### src/rtl/pin_mux_port.sv
module pin_mux_port #(
  parameter int ADDR_W = 8,
  parameter int DATA_W = 8,
  parameter int BIT = 4,
  parameter logic [ADDR_W-1:0] DATA_ADDR = 'h01,
  parameter logic [ADDR_W-1:0] DIR_ADDR = 'h05,
  parameter logic [ADDR_W-1:0] PD_ADDR = 'h11
) (
  input  logic              clk,
  input  logic              rst_n,
  input  logic [ADDR_W-1:0] addr,
  input  logic              wr_en,
  input  logic              rd_en,
  input  logic [DATA_W-1:0] wdata,
  output logic [DATA_W-1:0] rdata,
  input  logic              cmp_level,
  input  logic              comp_out,
  input  logic              comp_opt_en,
  input  logic              pin_in,
  output logic              pin_out,
  output logic              pin_oe,
  output logic              pulldown_en
);
  logic data_q, dir_q, pd_inh_q;
  logic rd_bit, rd_hit;

  always_ff @(posedge clk or negedge rst_n) begin
    if (!rst_n) begin
      data_q   <= 1'b0;
      dir_q    <= 1'b0;
      pd_inh_q <= 1'b0;
    end else if (wr_en) begin
      if (addr == DATA_ADDR) data_q   <= wdata[BIT];
      if (addr == DIR_ADDR)  dir_q    <= wdata[BIT];
      if (addr == PD_ADDR)   pd_inh_q <= wdata[BIT];
    end
  end

  assign pin_oe      = dir_q;
  assign pin_out     = dir_q & (data_q | cmp_level | (comp_out & comp_opt_en));
  assign pulldown_en = ~dir_q & ~pd_inh_q;

  always_comb begin
    rd_hit = 1'b0;
    rd_bit = 1'b0;
    if (addr == DATA_ADDR) begin
      rd_hit = 1'b1;
      rd_bit = dir_q ? data_q : pin_in;
    end else if (addr == DIR_ADDR) begin
      rd_hit = 1'b1;
      rd_bit = dir_q;
    end
    rdata = '0;
    if (rd_en && rd_hit) rdata[BIT] = rd_bit;
  end
endmodule


### config.mk
export PLATFORM = sky130hd
export DESIGN_NAME = pin_mux_port
export DESIGN_NICKNAME = d
export VERILOG_FILES = /design/src/rtl/pin_mux_port.sv
export SDC_FILE = /design/constraint.sdc
export NUM_CORES = 1
export LEC_CHECK = 0
export ABC_AREA = 0
export BUFFER_PORTS_ARGS = -buffer_cell sky130_fd_sc_hd__buf_2
export CAP_MARGIN = 20
export CELL_PAD_IN_SITES_DETAIL_PLACEMENT = 1
export CELL_PAD_IN_SITES_GLOBAL_PLACEMENT = 2
export CORE_MARGIN = 10
export CORE_UTILIZATION = 11
export DETAILED_ROUTE_END_ITERATION = 12
export PLACE_DENSITY_LB_ADDON = 0.1
export SETUP_SLACK_MARGIN = 0.3
export SLEW_MARGIN = 20
export SYNTH_ARGS = -nofsm -noshare
export SYNTH_HDL_FRONTEND = slang
export SYNTH_SLANG_ARGS = --single-unit
### constraint.sdc
create_clock -name clk -period 0.8 [get_ports clk]
set_input_delay 0.08 -clock clk [delete_from_list [all_inputs] [get_ports clk]]
set_output_delay 0.08 -clock clk [all_outputs]
set_load 0.05 [all_outputs]
==> flow_metrics.py <==
metrics = {
    "floorplanning": {
        "initial_core_util": 0.118,
        "die_h_um": 69.1,
        "core.rowCount": 17,
        "die_area_sq_um": 4780,
        "fp.coreArea_sq_um": 2250,
        "ios": 35,
        "dieWidth_um": 69.1,
    },
    "power_and_ir_drop": {
        "internal_power_uw": 459,
        "leakagePower_nw": 0.273,
        "vdd_drop_max_uv": 552,
        "p_switching_uw": 250,
        "power.share.switching": 0.353,
        "combPwrFrac": 0.381,
        "power_density_nw_per_um2": 1280,
        "power_frac_seq": 0.238,
        "finalPower_uw": 710,
        "clkPwrFrac": 0.382,
    },
    "timing": {
        "fmax_mhz": 811,
        "period_needed_ns": 1.23,
        "worst_hold_slack_ns": 0.115,
        "drv_slew": 0,
        "setup_viol": 7,
        "hold_viol_final": 0,
        "rsz0062_at_grt": "true",
        "finalWorstSetupSlack_ns": -0.434,
        "tns_ns": -1.89,
        "fin_crit_sh": 1.54,
        "skew_ns": 0,
    },
    "synth": {
        "synthesis.area_sq_um": 265,
        "synth_top_cell_by_area": "dfrtp_1",
        "synth_ff_type": "dfrtp_1",
        "postSynthCellCount": 28,
        "async_flop_share": 1.00,
        "synthTopCellsByArea": "dfrtp_1 (28%), buf_4 (20%), nor4b_4 (9.0%)",
        "synth_seq_cells": 3,
        "ys_warn_count": 0,
        "synth_area_per_cell_sq_um": 9.47,
        "synth_edf_count": 0,
        "yosysSeqAreaShare": 0.283,
        "ys_types": 15,
        "synth_top_area_share": 0.283,
    },
    "global_route": {
        "grt_pass1_wl_um": 1680,
        "grt_pass1_vias": 313,
        "antenna_found_initial": 0,
        "grt_max_degree": 5,
        "overflow": 0,
        "track_usage": 0.0458,
    },
    "cells_and_area": {
        "fin_cells": 87,
        "nFillCells": 288,
        "drive_gt1_frac": 0.661,
        "fin_nets": 84,
        "num_antenna_cells": 0,
        "area_growth_pct": 108,
    },
    "critical_path": {
        "arrival_ns": 1.15,
        "reg2regPathDepth": 3,
        "crit_end": "pin_out",
        "crit_start": "data_q$_DFFE_PN0P_",
        "end_kind": "output pin",
        "worstPathMaxFanout": 3,
        "start_kind": "flop",
        "rrSetupSlack_ns": -0.22,
        "crit_required_ns": 0.72,
        "regToRegEndpoint": "pin_oe$_DFFE_PN0P_",
        "path_class": "flop to output pin",
        "reg2reg_from": "pin_oe$_DFFE_PN0P_",
    },
    "clock_tree": {
        "clock_sinks": 3,
        "htreeDepth": 1,
        "clk_pin_slew_worst_paths_ns": 0.04,
        "clkLatencyLatePin_ns": 0.23,
        "cts_made_buffers": 3,
        "cts_tree": "done",
        "root_buffer": "clkbuf_4",
        "cts_buffer_depth": 2,
    },
    "placed_design": {
        "dpl.hpwl_um": 919,
        "place_inst": 80,
        "gp_congestion": 0.637,
        "io_buffers": 20,
        "pre_cts_ws_ns": -0.400,
    },
    "routing": {
        "vias": 295,
        "drc": 0,
        "drt_iter0_markers": 7,
        "ant_nets": 0,
        "wl_per_cell_um": 12.4,
        "drt_wl_total_um": 1080,
        "via_per_inst": 3.39,
        "dr.pass1.iters": 2,
    },
    "flow_run": {
        "max_cap_violations": 0,
    },
    "min_path": {
        "hold_path.class": "primary input to flop",
    },
    "status": {
        "violations": "setup timing",
        "outcome": "finished, violations left",
    },
}
[through the flow]
step                 util  instance area, sq um
finish              0.245                   553
global route        0.245                   553
CTS                 0.232                   523
detailed placement  0.186                   420
global placement    0.186                   420
floorplan               -                   300
[power by group through the flow]
stage / Sequential, mW / Clock (mW) / Combinational [mW]
finish: 0.169 / 0.271 / 0.270
global route: 0.169 / 0.305 / 0.286
detailed placement: 0.168 / 0 / 0.217
CTS: 0.168 / 0.286 / 0.252
global placement: 0.169 / 0 / 0.216
floorplan: 0.177 / 0 / 0.153
[layout make-up]
type                            instances  area [sq um]  area share
Sequential cell                         3          76.3       0.138
Tap cell                               28          35.0      0.0633
Clock buffer                            4          26.3      0.0475
Timing Repair Buffer                   28           226       0.410
Multi-Input combinational cell         24           189       0.342
[state kept, by name (all words and copies together) (netlist names)]
signal    flops
pd_inh_q      1
data_q        1
pin_oe        1
[synth_stat cells, types with 2 or more instances]
master and instances:
mux2_1 2, buf_4 7, o21ai_0 2, nor2_1 2, nand4_1 2, dfrtp_1 3
nor2b_1 2
[per-layer routing]
metal | track usage | up-vias | wire, um
met1 | 0.0523 | 132 | 520
met2 | 0.0635 | 15 | 491
met4 | 0.0266 | 0 | 0
li1 | - | 148 | -
met3 | 0.0271 | 0 | 68
met5 | 0 | - | 0
[worst max-delay path, stage by stage, from the launching register on]
cell,delay [ns]
dfrtp_1,0.40
a211oi_2,0.21
buf_4,0.14
nor2b_4,0.03
buf_8,0.14
[layout by cell type, fill, tap and decap left out]
cell type and count:
buf_2 14, conb_1 7, buf_6 5, buf_8 4, buf_4 4, clkbuf_4 3
o21ai_1 2, nand4_1 2, mux2_4 2, dfrtp_1 2, a211oi_2 1, nor2b_4 1
nor2_4 1, nor4b_4 1, nor3_1 1, nand2b_1 1, and4_4 1, nor2_1 1
nor2b_1 1, nand3_1 1, mux2_2 1, clkbuf_1 1, dlygate4sd3_1 1, dfrtp_2 1
[repair_timing]
action	CTS	global route
endpoints found under the setup margin	7	7
hold endpoints to repair	3	0
hold buffers	1	0
pin swaps	3	4
buffers inserted	1	1
gates resized for setup	15	6
[logic make-up (layout without fill, tap and decap cells)]
family,after synthesis,in the layout,share of synthesized area
and+or+nand+nor,11,11,0.311
buffers and inverters,7,32,0.198
AOI/OAI and AO/OA,3,3,0.0660
muxes,3,3,0.127
DFF,3,3,0.283
other,1,7,0.0141
[how the worst min path moves through the flow]
stage,start,endpoint,slack [ns],cells after the start
finish,wdata[4],pin_oe$_DFFE_PN0P_,0.11,2
global placement,rst_n,pd_inh_q$_DFFE_PN0P_,-0.12,1
floorplan,rst_n,data_q$_DFFE_PN0P_,-0.22,0
global route,wdata[4],pin_oe$_DFFE_PN0P_,0.11,2
CTS,wdata[4],pin_oe$_DFFE_PN0P_,0.09,2
detailed placement,rst_n,pd_inh_q$_DFFE_PN0P_,-0.12,1
Note: power is estimated with default switching activity, not from simulation.
